### config.mk
export PLATFORM = sky130hd
export DESIGN_NAME = phy_cr_master
export DESIGN_NICKNAME = d
export VERILOG_FILES = /design/src/rtl/phy_cr_pkg.sv /design/src/rtl/cr_poll_timer.sv /design/src/rtl/cr_hs_fsm.sv /design/src/rtl/cr_rdata_hold.sv /design/src/rtl/phy_cr_master.sv
export SDC_FILE = /design/constraint.sdc
export NUM_CORES = 1
export LEC_CHECK = 0
export BUFFER_PORTS_ARGS = -buffer_cell sky130_fd_sc_hd__clkbuf_2
export CORE_ASPECT_RATIO = 0.9
export CORE_MARGIN = 2
export CORE_UTILIZATION = 44
export DETAILED_ROUTE_END_ITERATION = 6
export MAX_ROUTING_LAYER = met4
export PLACE_DENSITY = 0.76
export SLEW_MARGIN = 20
export SYNTH_ARGS = -nofsm -noshare
export SYNTH_HDL_FRONTEND = slang
export SYNTH_SLANG_ARGS = --single-unit
export TNS_END_PERCENT = 50
### constraint.sdc
create_clock -name clk -period 1.8 [get_ports clk]
set_clock_uncertainty 0.2 [all_clocks]
set_input_delay 0.09 -clock clk [delete_from_list [all_inputs] [get_ports clk]]
set_output_delay 0.09 -clock clk [all_outputs]
set_load 0.005 [all_outputs]
### src/rtl/phy_cr_pkg.sv
package phy_cr_pkg;
  typedef enum logic [2:0] {
    ST_IDLE  = 3'd0,
    ST_SETUP = 3'd1,
    ST_RISE  = 3'd2,
    ST_FALL  = 3'd3,
    ST_RESP  = 3'd4
  } cr_state_e;

  localparam logic [1:0] STAT_OK      = 2'b00;
  localparam logic [1:0] STAT_RISE_TO = 2'b01;
  localparam logic [1:0] STAT_FALL_TO = 2'b10;
endpackage

### src/rtl/cr_poll_timer.sv
module cr_poll_timer #(
  parameter int TICKS_PER_POLL = 10,
  parameter int POLL_LIMIT     = 10
) (
  input  logic clk,
  input  logic rst_n,
  input  logic clr,
  input  logic tick,
  output logic expired
);
  localparam int TW = (TICKS_PER_POLL > 1) ? $clog2(TICKS_PER_POLL) : 1;
  localparam int PW = $clog2(POLL_LIMIT + 1);
  localparam logic [TW-1:0] TICK_LAST = TW'(TICKS_PER_POLL - 1);
  localparam logic [PW-1:0] POLL_MAX  = PW'(POLL_LIMIT);

  logic [TW-1:0] tick_q, tick_d;
  logic [PW-1:0] poll_q, poll_d;
  logic          cnt_en;

  assign expired = (poll_q == POLL_MAX);
  assign cnt_en  = clr | (tick & ~expired);

  always_comb begin
    tick_d = tick_q;
    poll_d = poll_q;
    if (clr) begin
      tick_d = '0;
      poll_d = '0;
    end else if (tick_q == TICK_LAST) begin
      tick_d = '0;
      poll_d = poll_q + PW'(1);
    end else begin
      tick_d = tick_q + TW'(1);
    end
  end

  always_ff @(posedge clk or negedge rst_n) begin
    if (!rst_n) begin
      tick_q <= '0;
      poll_q <= '0;
    end else if (cnt_en) begin
      tick_q <= tick_d;
      poll_q <= poll_d;
    end
  end

  assert_poll_bounded_R6: assert property (@(posedge clk) disable iff (!rst_n)
    poll_q <= POLL_MAX);
  assert_clear_restarts_R7: assert property (@(posedge clk) disable iff (!rst_n)
    clr |=> !expired);
endmodule

### src/rtl/cr_hs_fsm.sv
module cr_hs_fsm
  import phy_cr_pkg::*;
#(
  parameter int ADDR_W = 16,
  parameter int DATA_W = 16
) (
  input  logic              clk,
  input  logic              rst_n,
  input  logic              cmd_valid,
  input  logic              cmd_write,
  input  logic [ADDR_W-1:0] cmd_addr,
  input  logic [DATA_W-1:0] cmd_wdata,
  output logic              cmd_ready,
  input  logic              phy_ack,
  input  logic              expired,
  output logic              timer_clr,
  output logic [ADDR_W-1:0] phy_addr,
  output logic [DATA_W-1:0] phy_wdata,
  output logic              phy_wr_en,
  output logic              phy_rd_en,
  output logic              rd_capture,
  output logic              rsp_valid,
  output logic [1:0]        rsp_status
);
  cr_state_e         state_q, state_d;
  logic [ADDR_W-1:0] addr_q;
  logic [DATA_W-1:0] wdata_q;
  logic              wr_q;
  logic [1:0]        stat_q, stat_d;
  logic              accept;
  logic              strobe;

  assign accept = (state_q == ST_IDLE) & cmd_valid;
  assign strobe = (state_q == ST_RISE);

  always_comb begin
    state_d = state_q;
    stat_d  = stat_q;
    unique case (state_q)
      ST_IDLE:  if (cmd_valid) begin
                  state_d = ST_SETUP;
                  stat_d  = STAT_OK;
                end
      ST_SETUP: state_d = ST_RISE;
      ST_RISE:  if (phy_ack) begin
                  state_d = ST_FALL;
                end else if (expired) begin
                  state_d = ST_RESP;
                  stat_d  = STAT_RISE_TO;
                end
      ST_FALL:  if (!phy_ack) begin
                  state_d = ST_RESP;
                end else if (expired) begin
                  state_d = ST_RESP;
                  stat_d  = STAT_FALL_TO;
                end
      ST_RESP:  state_d = ST_IDLE;
      default:  state_d = ST_IDLE;
    endcase
  end

  always_ff @(posedge clk or negedge rst_n) begin
    if (!rst_n) begin
      state_q <= ST_IDLE;
      stat_q  <= STAT_OK;
    end else begin
      state_q <= state_d;
      stat_q  <= stat_d;
    end
  end

  always_ff @(posedge clk or negedge rst_n) begin
    if (!rst_n) begin
      addr_q  <= '0;
      wdata_q <= '0;
      wr_q    <= 1'b0;
    end else if (accept) begin
      addr_q  <= cmd_addr;
      wdata_q <= cmd_wdata;
      wr_q    <= cmd_write;
    end
  end

  assign timer_clr  = (state_d != state_q);
  assign cmd_ready  = (state_q == ST_IDLE);
  assign phy_addr   = addr_q;
  assign phy_wdata  = wdata_q;
  assign phy_wr_en  = strobe & wr_q;
  assign phy_rd_en  = strobe & ~wr_q;
  assign rd_capture = strobe & ~wr_q & phy_ack;
  assign rsp_valid  = (state_q == ST_RESP);
  assign rsp_status = stat_q;

  assert_single_strobe_R4: assert property (@(posedge clk) disable iff (!rst_n)
    !(phy_wr_en && phy_rd_en));
  assert_busy_not_ready_R1: assert property (@(posedge clk) disable iff (!rst_n)
    (cmd_valid && cmd_ready) |=> !cmd_ready);
  assert_addr_steady_R2: assert property (@(posedge clk) disable iff (!rst_n)
    (phy_wr_en || phy_rd_en) |-> ($stable(phy_addr) && $stable(phy_wdata)));
  assert_hold_until_ack_R3: assert property (@(posedge clk) disable iff (!rst_n)
    ((phy_wr_en || phy_rd_en) && !phy_ack && !expired) |=> (phy_wr_en || phy_rd_en));
  assert_drop_after_ack_R3: assert property (@(posedge clk) disable iff (!rst_n)
    ((phy_wr_en || phy_rd_en) && phy_ack) |=> !(phy_wr_en || phy_rd_en));
  assert_rsp_pulse_R8: assert property (@(posedge clk) disable iff (!rst_n)
    rsp_valid |=> !rsp_valid);
  assert_ok_after_unack_R3: assert property (@(posedge clk) disable iff (!rst_n)
    (state_q == ST_FALL && phy_ack && !expired) |=> !rsp_valid);
endmodule

### src/rtl/cr_rdata_hold.sv
module cr_rdata_hold #(
  parameter int DATA_W = 16
) (
  input  logic              clk,
  input  logic              rst_n,
  input  logic              capture,
  input  logic [DATA_W-1:0] din,
  output logic [DATA_W-1:0] dout
);
  logic [DATA_W-1:0] data_q;

  always_ff @(posedge clk or negedge rst_n) begin
    if (!rst_n) data_q <= '0;
    else if (capture) data_q <= din;
  end

  assign dout = data_q;

  assert_rdata_held_R9: assert property (@(posedge clk) disable iff (!rst_n)
    !capture |=> $stable(dout));
endmodule

### src/rtl/phy_cr_master.sv
module phy_cr_master #(
  parameter int ADDR_W         = 16,
  parameter int DATA_W         = 16,
  parameter int TICKS_PER_POLL = 10,
  parameter int POLL_LIMIT     = 10
) (
  input  logic              clk,
  input  logic              rst_n,
  input  logic              tick_us,
  input  logic              cmd_valid,
  output logic              cmd_ready,
  input  logic              cmd_write,
  input  logic [ADDR_W-1:0] cmd_addr,
  input  logic [DATA_W-1:0] cmd_wdata,
  output logic              rsp_valid,
  output logic [1:0]        rsp_status,
  output logic [DATA_W-1:0] rsp_rdata,
  output logic [ADDR_W-1:0] phy_addr,
  output logic [DATA_W-1:0] phy_wdata,
  output logic              phy_wr_en,
  output logic              phy_rd_en,
  input  logic [DATA_W-1:0] phy_rdata,
  input  logic              phy_ack
);
  logic timer_clr;
  logic expired;
  logic rd_capture;

  cr_poll_timer #(
    .TICKS_PER_POLL(TICKS_PER_POLL),
    .POLL_LIMIT    (POLL_LIMIT)
  ) u_timer (
    .clk    (clk),
    .rst_n  (rst_n),
    .clr    (timer_clr),
    .tick   (tick_us),
    .expired(expired)
  );

  cr_hs_fsm #(
    .ADDR_W(ADDR_W),
    .DATA_W(DATA_W)
  ) u_fsm (
    .clk       (clk),
    .rst_n     (rst_n),
    .cmd_valid (cmd_valid),
    .cmd_write (cmd_write),
    .cmd_addr  (cmd_addr),
    .cmd_wdata (cmd_wdata),
    .cmd_ready (cmd_ready),
    .phy_ack   (phy_ack),
    .expired   (expired),
    .timer_clr (timer_clr),
    .phy_addr  (phy_addr),
    .phy_wdata (phy_wdata),
    .phy_wr_en (phy_wr_en),
    .phy_rd_en (phy_rd_en),
    .rd_capture(rd_capture),
    .rsp_valid (rsp_valid),
    .rsp_status(rsp_status)
  );

  cr_rdata_hold #(
    .DATA_W(DATA_W)
  ) u_hold (
    .clk    (clk),
    .rst_n  (rst_n),
    .capture(rd_capture),
    .din    (phy_rdata),
    .dout   (rsp_rdata)
  );
endmodule

# Word level (Yosys, flattened, before mapping)
# Index checks and enable logic that the tools add are counted.
totals:
  latchBits: 0
  ramBits: 0
  mem_count: 0
  input_bits: 54
  out_inout_bits: 54
  register_bits: 62
  wordCells: 50
  rom_bits: 0
classes:
  n_div: 0
  n_mul: 0
  addsub: 2
  n_eq_ne: 12
  shifts: 0
  reduce_logical: 5
  n_lt_le_gt_ge: 0
  n_mux: 15
  bitwise_logic: 8
ops:
  columns: ["operator", "n"]
  rows:
  - ["two-way mux 4 bit", 4]
  - ["two-way mux 3 bit", 4]
  - ["case mux 3 bit (4 select lines)", 1]
  - ["two-way mux 2 bit", 5]
  - ["inequality test 2 bit (second input constant)", 5]
  - ["adder 4 x 1 -> 4 bit (second input constant)", 2]
  - ["equality test 4 bit (second input constant)", 2]
  - ["equality test 3 x 2 -> 1 bit (second input constant)", 2]
  - ["case mux 2 bit (3 select lines)", 1]
  - ["AND reduction 6 bit", 1]
  - ["AND 1 bit", 5]
  - ["equality test 3 x 1 -> 1 bit (second input constant)", 1]
  - ["equality test 3 bit (second input constant)", 1]
  - ["logical NOT 3 bit", 1]
  - ["inequality test 3 bit", 1]
  - ["nonzero test 3 bit", 1]
  - ["inverter 1 bit", 2]
  - ["AND reduction 2 bit", 1]
  - ["nonzero test 2 bit", 1]
  - ["OR 1 bit", 1]

# Depth between registers and ports, before layout
# Gate-level depths: netlist of run 1.
logic_depth:
  ltp_word: 7
  depth_mapped: 6
  mapped_depth_nobuf: 5

# Modules after synthesis
# From an unflattened synthesis of run 1, not the netlist that was laid out.
hier_totals:
  hier_cells: 201
  hier_area_um2: 2767.7
modules_own_cells:
  columns: ["module", "cells_per_inst", "area_per_inst_um2", "seq_area_each_um2", "n_inst"]
  rows:
  - ["cr_hs_fsm", 115, 1614.0, 950.9, 1]
  - ["cr_rdata_hold", 34, 649.4, 400.4, 1]
  - ["cr_poll_timer", 52, 504.2, 200.2, 1]

# Worst setup path after synthesis of run 1
# OpenSTA, ideal clock, no wires.
synth_path:
  kind: "flip-flop to flip-flop"
  from: "reg u_timer.poll_q[0]"
  to: "reg u_timer.tick_q[3]"
  synth_period_minus_slack_ns: 1.854
  setup_time_ns: 0.096
  path_buffers: 0
  slack_ns: -0.054
  t_arrival_ns: 1.559
  stages_incl_launch_ff: 6
  required_ns: 1.504
  path_cell_list: "dfrtp_1 -> inv_1 -> ha_1 -> and3b_4 -> or4_4 -> a311oi_2"
synth_via:
  elab_chain_cells: 6
  word_cells_on_any_way: 10
  cone_classes: "eq/ne: 2; mux: 5; bitwise: 3"
synth_lines:
  columns: ["element", "line_no", "text"]
  rows:
  - ["start, declared", "cr_poll_timer.sv:17", "logic [PW-1:0] poll_q, poll_d;"]
  - ["start signal, assigned", "cr_poll_timer.sv:43", "poll_q <= poll_d;"]
  - ["equality test 4 bit (*)", "cr_poll_timer.sv:20", "assign expired = (poll_q == POLL_MAX);"]
  - ["two-way mux 3 bit", "cr_hs_fsm.sv:47, cr_hs_fsm.sv:53", null]
  - ["two-way mux 3 bit, on equally long branches", "cr_hs_fsm.sv:51, cr_hs_fsm.sv:45", null]
  - ["case mux 3 bit (4 select lines)", "cr_hs_fsm.sv:39", "unique case (state_q)"]
  - ["inequality test 3 bit", "cr_hs_fsm.sv:84", "assign timer_clr = (state_d != state_q);"]
  - ["two-way mux 4 bit / OR 1 bit (equally long branches)", "cr_poll_timer.sv:26, cr_poll_timer.sv:21", null]
  - ["end signal, assigned", "cr_poll_timer.sv:42", "tick_q <= tick_d;"]
  - ["end, declared", "cr_poll_timer.sv:16", "logic [TW-1:0] tick_q, tick_d;"]
# Every way passes the cells marked *; elsewhere a longest branch is shown, timed or not.
# A chain may end at the register's enable or synchronous reset.

# Worst setup path after layout of run 1
layout_path:
  from: "reg u_timer.poll_q[0]"
  to: "reg u_fsm.stat_q[1], in the netlist u_fsm.rsp_status[1]"
layout_via:
  elab_chain_cells: 3
  word_cells_on_any_way: 4
  cone_classes: "eq/ne: 3; reduce/logical: 1"
layout_lines:
  columns: ["element", "line_no", "text"]
  rows:
  - ["equality test 4 bit (*)", "cr_poll_timer.sv:20", null]
  - ["inequality test 2 bit (no source line)", null, null]
  - ["AND reduction 6 bit (no source line) (*)", null, null]
  - ["end signal, assigned", "cr_hs_fsm.sv:68", "stat_q <= stat_d;"]
  - ["end, declared", "cr_hs_fsm.sv:29", "logic [1:0] stat_q, stat_d;"]
# Marked as above.

==> results of run 1 <==
-- Yosys cell counts (2+ instances only) --
cell type / number / area, µm²
a211oi_1: 7 / 52.6
buf_4: 4 / 30.0
nor3_1: 2 / 10.0
o21ai_0: 4 / 20.0
mux2_4: 10 / 150
nand2_1: 5 / 18.8
o31ai_1: 4 / 30.0
dfrtp_1: 62 / 1550
nand4b_1: 2 / 17.5
nor4b_4: 2 / 47.6
buf_6: 2 / 22.5
nand3_1: 2 / 10.0
a21oi_1: 2 / 10.0
nand4_1: 3 / 18.8
mux2_1: 2 / 22.5
inv_1: 4 / 15.0
clkbuf_1: 2 / 7.51
ha_1: 4 / 50.1
nor2_1: 3 / 11.3
mux2_2: 38 / 428
or4_1: 4 / 30.0
nand3b_1: 2 / 15.0
-- worst reg2reg max path, delay by kind of cell, from the launching register on --
| family | cells | cell delay (ns) |
|---|---|---|
| buffers and inverters | 3 | 0.33 |
| muxes | 1 | 0.32 |
| DFF | 1 | 0.40 |
| adders and majority gates | 1 | 0.13 |
| and+or+nand+nor | 2 | 0.35 |
-- flip-flops by register name (all words and copies together) (netlist names) --
| register | cells |
|---|---|
| u_fsm.phy_addr | 16 |
| u_fsm.phy_wdata | 16 |
| u_fsm.rsp_status | 2 |
| u_fsm.state_q | 3 |
| u_fsm.wr_q | 1 |
| u_hold.dout | 16 |
| u_timer.poll_q | 4 |
| u_timer.tick_q | 4 |
-- timing repair --
action / in CTS / in global routing
gates cloned: 0 / 0
hold buffers: 53 / 0
endpoints found under the hold margin: 115 / 0
setup endpoints to repair: 6 / 11
pin swaps: 0 / 4
setup buffers: 1 / 5
gates resized for setup: 4 / 23
-- path summary, 6_finish.rpt --
kind	start	end	slack, ns	cells past startpoint
min reg2reg	u_fsm.phy_addr[6]	u_fsm.phy_addr[6]	0.29	1
min	rst_n	u_timer.tick_q[0]	0.09	3
max in group asynchronous	rst_n	u_fsm.state_q[0]	1.03	3
max	u_timer.poll_q[0]	u_fsm.rsp_status[1]	-0.03	7
max reg2reg	u_timer.poll_q[0]	u_fsm.rsp_status[1]	-0.03	7
min in group clk	u_fsm.phy_addr[6]	u_fsm.phy_addr[6]	0.29	1
-- power by group --
| group | internal [mW] | switching (mW) | total, mW |
|---|---|---|---|
| logic | 1.50 | 1.01 | 2.51 |
| clock network | 0.814 | 0.517 | 1.33 |
| registers | 2.02 | 0.378 | 2.39 |
| total | 4.33 | 1.91 | 6.24 |
-- per-layer routing --
layer | GRT usage | share of wire
met1 | 0.241 | 0.42
met2 | 0.350 | 0.50
met3 | 0.0416 | 0.046
met4 | 0.108 | 0.034
met5 | - | 0
-- layout make-up --
class                      count  area share
clock inverter                 4      0.0160
timing repair buffer         182       0.292
tap                           72      0.0205
sequential                    62       0.354
clock buffer                  12      0.0331
multi-input combinational    115       0.280
inverter                       5     0.00428
-- cell usage in the layout (no fill, tap or decap), types with 2 or more instances in the layout --
cell           Yosys  final
buf_6              2      3
a211oi_1           7      2
clkbuf_1           2      2
nor4b_4            2      2
a211oi_2           0      5
buf_4              4     16
inv_2              1      2
clkbuf_8           0     10
clkbuf_2           0    107
o31ai_1            4      2
nor2_1             3      2
o21ai_0            4      4
or4_1              4      2
nand3b_1           2      2
mux2_1             2      2
dfrtp_1           62     61
dlygate4sd3_1      0     53
nand3_1            2      2
or4_4              1      3
a21oi_1            2      2
clkinv_2           0      2
nor3_1             2      2
nand2_1            5      5
nand4b_1           2      2
inv_1              4      3
ha_4               0      2
mux2_2            38     37
nand4_1            3      3
mux2_4            10     11
buf_12             0      3
bufinv_16          0      2
ha_1               4      2
-- cell families after synthesis --
| group | after synthesis | share of synthesized area |
|---|---|---|
| fa+ha+maj | 4 | 0.0182 |
| compound gates | 23 | 0.0625 |
| flops | 62 | 0.565 |
| mux | 50 | 0.219 |
| xor+xnor | 1 | 0.00319 |
| simple gates | 37 | 0.101 |
| buf+inv | 14 | 0.0305 |
-- per-stage QoR --
stage / setup WS [ns] / TNS, ns / total power, mW
final: -0.0336 / -0.0666 / 6.24
after global routing: -0.0960 / -0.331 / 6.61
after detailed placement: -0.0288 / -0.0482 / 4.63
after global placement: 0.0504 / 0 / 4.54
after CTS: -0.0206 / -0.0206 / 6.14
after floorplan: 0.0536 / 0 / 3.61
==> flow_metrics.env, run 1 <==
export IMPL_path_class="flip-flop to flip-flop"
export IMPL_finalWorstSetupSlack_ns=-0.0336
export IMPL_synthFlopType="dfrtp_1"
export IMPL_fillers=381
export IMPL_clock_sinks=62
export IMPL_slew_headroom=0.733
export IMPL_rsz0062_at_grt="true"
export IMPL_regArea_um2=1550
export IMPL_ys_ff_latch=62
export IMPL_layout_cells_non_filler=452
export IMPL_holdWs_ns=0.0896
export IMPL_grt_max_degree=63
export IMPL_route_vias_total=2313
export IMPL_timing_fmax_ghz=0.545
export IMPL_antenna_found_initial=0
export IMPL_cts_buffers=9
export IMPL_antennaDiodeCount=0
export IMPL_pwr_density_cell_nw_per_um2=1420
export IMPL_cp_num_buf_inv=3
export IMPL_fin_util=0.721
export IMPL_synth_warnings=0
export IMPL_syn_num_nets=249
export IMPL_drt_iter0_markers=62
export IMPL_cap_violations=0
export IMPL_hold_violations=0
export IMPL_first_pass_iters=4
export IMPL_outcome="finished with violations"
export IMPL_ant_nets=0
export IMPL_remaining_drc_errors=0
export IMPL_clk_pin_slew_ns=0.07
export IMPL_cts_root_buffer="clkbuf_8"
export IMPL_initial_core_util=0.451
export IMPL_end_kind="flip-flop"
export IMPL_port_buffers=107
export IMPL_die_x_um=87.2
export IMPL_grt_pass1_vias=2363
export IMPL_core_um2=6080
export IMPL_violations="setup timing"
export IMPL_syn_inst=191
export IMPL_ios=108
export IMPL_hpwlAfterDp_mm=3.99
export IMPL_grt_usage=0.210
export IMPL_critical_path_top_delay_family="flip-flops"
export IMPL_path_max_fanout=6
export IMPL_nets=433
export IMPL_cts_htree_levels=3
export IMPL_dieHeight_um=78.9
export IMPL_placed_area_um2=3460
export IMPL_peakVddDrop_mv=0.831
export IMPL_critical_path_cell_chain="inv_2, ha_4, and3b_4, buf_6, buf_6, nand4b_1, mux2_4"
export IMPL_maxSlewViolCount=0
export IMPL_hold_class="input port to asynchronous set/reset pin"
export IMPL_async_flop_share=1.00
export IMPL_wire_per_inst_um=15.6
export IMPL_gp_congestion=0.872
export IMPL_crit_path_frequent_cell="buf_6"
export IMPL_area_growth_pct=59.8
export IMPL_synth_avg_cell_area_um2=14.4
export IMPL_grt_overflow=0
export IMPL_worst_slew_pin_slew_ns=0.400
export IMPL_clock_path_buffers=2
export IMPL_place_inst=377
export IMPL_drive_above_1_share=0.568
export IMPL_min_period_ns=1.83
export IMPL_leakagePower_nw=2.09
export IMPL_grt_pass1_wl_mm=10.8
export IMPL_post_route_period_util=1.02
export IMPL_cts_tree="yes"
export IMPL_dieArea_um2=6880
export IMPL_crit_arrival_ns=1.85
export IMPL_synth_edf_count=0
export IMPL_synth_cell_type_count=43
export IMPL_netlist_area_um2=2740
export IMPL_viasPerCell=5.12
export IMPL_critPathMaxStageDelay_ns=0.40
export IMPL_synth_seq_area_share=0.565
export IMPL_worstPathRequired_ns=1.82
export IMPL_rows=27
export IMPL_multi_input_area_um2=1230
export IMPL_fin_area_um2=4380
export IMPL_slowest_stage="dfrtp_1"
export IMPL_setup_viol=2
export IMPL_cp_start_kind="flip-flop"
export IMPL_routed_wl_mm=7.06
export IMPL_clk_latency_ns=0.33
(Power assumes the default switching activity.)
==> run 2, diff against run 1 <==
BUFFER_PORTS_ARGS = -buffer_cell sky130_fd_sc_hd__buf_2   (was -buffer_cell sky130_fd_sc_hd__clkbuf_2)
CORE_MARGIN = default   (was 2)
==> run 2 against run 1 <==
The flow still finishes with violations (setup timing). Non-clock buffer count shrank 4. Maximum frequency grew 1.7%. Die area shrank 4.8%. Flip-flop and latch count is the same. Global-route usage grew 1.4 points. Clock-buffer cell count shrank 1.
==> flow_metrics.env, run 2 (synthesized netlist as in run 1, its figures left out) <==
export IMPL_outcome="finished with violations"
export IMPL_violations="setup timing"
export IMPL_viasPerCell=5.02
export IMPL_r2r_start="u_timer.poll_q[1]"
export IMPL_clk_pin_slew_ns=0.07
export IMPL_ios=108
export IMPL_placed_area_um2=3430
export IMPL_worstPathRequired_ns=1.85
export IMPL_r2r_end="u_timer.tick_q[1]"
export IMPL_setup_tns_ns=-0.00230
export IMPL_hpwlAfterDp_mm=3.99
export IMPL_grt_usage=0.224
export IMPL_core_um2=5860
export IMPL_antenna_found_initial=0
export IMPL_switchingPower_mw=1.86
export IMPL_routed_wl_mm=6.92
export IMPL_ant_nets=0
export IMPL_swShare=0.300
export IMPL_cp_start_kind="flip-flop"
export IMPL_multi_input_area_um2=1190
export IMPL_drive_above_1_share=0.562
export IMPL_setup_viol=1
export IMPL_worst_slew_pin_slew_ns=0.444
export IMPL_slew_headroom=0.702
export IMPL_rsz0062_at_grt="true"
export IMPL_gp_congestion=0.866
export IMPL_grt_max_degree=63
export IMPL_post_route_period_util=1.00
export IMPL_hold_violations=0
export IMPL_grt_overflow=0
export IMPL_end_kind="flip-flop"
export IMPL_initial_core_util=0.469
export IMPL_rrSetupSlack_ns=-0.002
export IMPL_leakagePower_nw=2.04
export IMPL_dieHeight_um=76.9
export IMPL_hold_class="input port to asynchronous set/reset pin"
export IMPL_rows=26
export IMPL_cts_buffers=9
export IMPL_route_vias_total=2243
export IMPL_cts_root_buffer="clkbuf_8"
export IMPL_final_cell_mix="buf_2, dfrtp_1, dlygate4sd3_1"
export IMPL_power_share_combinational=0.393
export IMPL_min_period_ns=1.80
export IMPL_fin_util=0.737
export IMPL_fin_area_um2=4320
export IMPL_port_buffers=107
export IMPL_pwr_density_cell_nw_per_um2=1430
export IMPL_cap_violations=0
export IMPL_clk_latency_ns=0.33
export IMPL_fillers=393
export IMPL_critical_path_cell_chain="ha_4, and3b_4, or4_1, a211oi_2"
export IMPL_path_max_fanout=5
export IMPL_finalWorstSetupSlack_ns=-0.00230
export IMPL_first_pass_iters=4
export IMPL_holdWs_ns=0.0717
export IMPL_critPathMaxStageDelay_ns=0.50
export IMPL_drt_iter0_markers=64
export IMPL_cts_tree="yes"
export IMPL_layout_commonest_cell="buf_2"
export IMPL_regArea_um2=1550
export IMPL_wire_per_inst_um=15.5
export IMPL_power_mw=6.18
export IMPL_p_clk_frac=0.225
export IMPL_peakVddDrop_mv=0.869
export IMPL_nets=430
export IMPL_p_int_mw=4.33
export IMPL_remaining_drc_errors=0
export IMPL_cts_htree_levels=3
export IMPL_crit_arrival_ns=1.86
export IMPL_die_x_um=85.2
export IMPL_slowest_stage="or4_1"
export IMPL_grt_pass1_vias=2268
export IMPL_dieArea_um2=6560
export IMPL_path_class="flip-flop to flip-flop"
export IMPL_area_growth_pct=57.4
export IMPL_clock_path_buffers=2
export IMPL_sequentialPowerShare=0.383
export IMPL_grt_pass1_wl_mm=10.8
export IMPL_clock_sinks=62
export IMPL_antennaDiodeCount=0
export IMPL_crit_path_end="u_timer.tick_q[1]"
export IMPL_timing_fmax_ghz=0.555
export IMPL_maxSlewViolCount=0
export IMPL_crit_start="u_timer.poll_q[1]"
export IMPL_r2r_cells=4
-- run 2: cell count changes in the layout (fill, tap and decap cells not counted), sizes merged --
| cell | before | now |
|---|---|---|
| clkbuf | 119 | 12 |
| buf | 22 | 124 |
| and3b | 2 | 3 |
| clkinvlp | 0 | 1 |
-- run 2: power groups by stage --
stage | Combinational (mW) | Sequential [mW] | Clock [mW]
2_1_floorplan | 1.20 | 2.41 | 0
3_3_place_gp | 2.13 | 2.36 | 0
3_5_place_dp | 2.20 | 2.37 | 0
4_1_cts | 2.29 | 2.36 | 1.42
5_1_grt | 2.64 | 2.46 | 1.50
6_report | 2.43 | 2.37 | 1.39
-- run 2: critical path, delay by kind of cell (launching register included) --
family                   cells  cell delay [ns]
AND/OR/NAND/NOR              2             0.70
adder cells (fa/ha/maj)      1             0.18
flip-flops                   1             0.42
AO/OA/AOI/OAI                1             0.22
-- run 2: cell type report --
type,instances,area share
Multi-Input combinational cell,116,0.275
Clock inverter,5,0.0188
Timing Repair Buffer,178,0.287
Sequential cell,62,0.360
Inverter,5,0.00435
Tap cell,70,0.0203
Clock buffer,11,0.0351
-- run 2: layer usage --
layer	part of all wire	track usage
met5	0	-
met1	0.42	0.262
met2	0.50	0.366
met4	0.016	0.0966
met3	0.063	0.0581
-- run 2: how the worst min path moves through the flow --
stage	slack, ns	to
after floorplan	-0.41	u_fsm.phy_addr[0]
after global placement	-0.08	u_timer.poll_q[0]
after detailed placement	-0.08	u_timer.poll_q[0]
after CTS	0.10	u_timer.poll_q[0]
after global routing	0.15	u_fsm.phy_wdata[14]
final	0.07	u_timer.tick_q[0]
-- run 2: stage by stage --
| stage | std cells | setup slack (ns) |
|---|---|---|
| floorplan | 191 | 0.0536 |
| global placement | 373 | 0.0465 |
| detailed placement | 373 | 0.0103 |
| CTS | 443 | 0.00611 |
| global route | 447 | -0.0227 |
| finish | 447 | -0.00230 |
-- run 2: repair_timing --
action / CTS / global route
cloned: 0 / 2
setup buffers: 1 / 2
hold buffers: 53 / 0
endpoints found under the setup margin: 1 / 51
endpoints found under the hold margin: 116 / 0
pin swaps: 0 / 3
resized for setup: 1 / 19
==> run 3, diff against run 2 <==
--- a/config.mk
+++ b/config.mk
@@ -8,4 +8,4 @@
 export BUFFER_PORTS_ARGS = -buffer_cell sky130_fd_sc_hd__buf_2
-export CORE_ASPECT_RATIO = 0.9
 export CORE_UTILIZATION = 44
+export CTS_CLUSTER_DIAMETER = 30
 export DETAILED_ROUTE_END_ITERATION = 6
--- a/constraint.sdc
+++ b/constraint.sdc
@@ -4,2 +4,2 @@
 set_output_delay 0.09 -clock clk [all_outputs]
-set_load 0.005 [all_outputs]
+set_load 0.02 [all_outputs]
==> run 3 against run 2 <==
The run still ends with setup timing left. Core utilization down 0.48 points. Register-to-register slack about the same. Global-route usage down 0.43 points. Sequential power about the same. Cell count up 2.2%. Largest power group unchanged. Clock-buffer cell count down 2. Worst hold slack worse by 0.019 ns. Worst setup slack about the same. Combinational power up 34%. Clock power down 14%.
==> flow_metrics.env, run 3 (synthesized netlist as in run 1, its figures left out) <==
export IMPL_fillers=397
export IMPL_crit_start="u_fsm.state_q[0]"
export IMPL_nets=435
export IMPL_critical_path_cell_chain="nor4b_4, buf_4, buf_12, mux2_2"
export IMPL_rows=28
export IMPL_viasPerCell=4.95
export IMPL_crit_arrival_ns=1.81
export IMPL_final_cell_mix="buf_2, dfrtp_1, dlygate4sd3_1"
export IMPL_slew_headroom=0.645
export IMPL_remaining_drc_errors=0
export IMPL_critPathMaxStageDelay_ns=0.47
export IMPL_holdWs_ns=0.0527
export IMPL_end_kind="flip-flop"
export IMPL_initial_core_util=0.461
export IMPL_worst_slew_pin_slew_ns=0.533
export IMPL_area_growth_pct=59.0
export IMPL_fin_util=0.733
export IMPL_outcome="finished with violations"
export IMPL_grt_usage=0.220
export IMPL_r2r_cells=4
export IMPL_first_pass_iters=4
export IMPL_dieHeight_um=81.0
export IMPL_power_mw=6.83
export IMPL_place_inst=382
export IMPL_min_period_ns=1.80
export IMPL_core_um2=5960
export IMPL_layout_cells_non_filler=457
export IMPL_grt_max_degree=41
export IMPL_pwr_density_cell_nw_per_um2=1560
export IMPL_clock_path_buffers=2
export IMPL_hold_class="input port to asynchronous set/reset pin"
export IMPL_violations="setup timing"
export IMPL_port_buffers=107
export IMPL_antennaDiodeCount=0
export IMPL_grt_pass1_wl_mm=10.3
export IMPL_routed_wl_mm=6.85
export IMPL_drt_iter0_markers=87
export IMPL_grt_pass1_vias=2220
export IMPL_setup_viol=1
export IMPL_cts_buffers=9
export IMPL_path_depth=4
export IMPL_cts_tree="yes"
export IMPL_wire_per_inst_um=15.0
export IMPL_cts_root_buffer="clkbuf_8"
export IMPL_rsz0062_at_grt="true"
export IMPL_ant_nets=0
export IMPL_gp_congestion=0.852
export IMPL_route_vias_total=2264
export IMPL_post_route_period_util=1.00
export IMPL_die_x_um=81.0
export IMPL_clock_sinks=62
export IMPL_path_class="flip-flop to flip-flop"
export IMPL_ios=108
export IMPL_critical_path_top_delay_family="flip-flops"
export IMPL_pre_cts_ws_ns=-0.0954
export IMPL_peakVddDrop_mv=0.979
export IMPL_grt_overflow=0
export IMPL_leakagePower_nw=2.06
export IMPL_cap_violations=0
export IMPL_cp_start_kind="flip-flop"
export IMPL_clk_latency_ns=0.33
export IMPL_layout_commonest_cell="buf_2"
export IMPL_hpwlAfterDp_mm=4.02
export IMPL_clk_pin_slew_ns=0.08
export IMPL_antenna_found_initial=0
export IMPL_hold_violations=0
export IMPL_timing_fmax_ghz=0.555
export IMPL_dieArea_um2=6560
export IMPL_drive_above_1_share=0.568
export IMPL_cts_htree_levels=3
export IMPL_finalWorstSetupSlack_ns=-0.00194
export IMPL_cp_num_buf_inv=2
export IMPL_maxSlewViolCount=0
export IMPL_slowest_stage="dfrtp_2"
export IMPL_r2r_start="u_fsm.state_q[0]"
export IMPL_worstPathRequired_ns=1.81
export IMPL_path_max_fanout=22
[run 3: final cells by class]
class | instances | area (µm²) | area share
tap | 75 | 93.8 | 0.0215
clock buffer | 9 | 124 | 0.0284
inverter | 5 | 18.8 | 0.00430
timing repair buffer | 183 | 1290 | 0.295
sequential | 62 | 1550 | 0.356
multi-input combinational | 116 | 1210 | 0.278
clock inverter | 7 | 72.6 | 0.0166
[run 3: metal layers]
metal,up-vias,GRT usage,share of wire
met5,-,-,0
met1,1092,0.254,0.42
li1,1079,-,-
met2,79,0.357,0.51
met4,0,0.120,0.023
met3,14,0.0472,0.046
[run 3: worst paths after layout]
kind / to / slack (ns)
min in group clk: u_fsm.phy_addr[6] / 0.28
setup / recovery: u_fsm.phy_addr[12] / -0.002
hold reg to reg: u_fsm.phy_addr[6] / 0.28
setup reg to reg: u_fsm.phy_addr[12] / -0.002
max in group asynchronous: u_fsm.phy_addr[14] / 0.75
hold / removal: u_timer.poll_q[3] / 0.05
[run 3: metrics by stage]
step | setup TNS (ns) | area, µm²
4_1_cts | -0.0549 | 4240
3_3_place_gp | -0.0476 | 3480
2_1_floorplan | -0.731 | 2740
6_report | -0.00194 | 4360
5_1_grt | -1.13 | 4360
3_5_place_dp | -0.141 | 3480
[run 3: report_power, final]
group          internal [mW]  switching, mW  total, mW  leakage [nW]
clock network          0.640          0.556       1.20        0.0956
logic                   1.56           1.69       3.25          1.21
registers               2.01          0.364       2.38         0.756
total                   4.22           2.61       6.83          2.06
[run 3: repair_timing]
item,in CTS,in global routing
hold buffers,53,0
setup endpoints to repair,5,22
gates resized for setup,5,19
buffers inserted,1,3
hold endpoints to repair,116,0
cloned,1,1
pin swaps,1,7
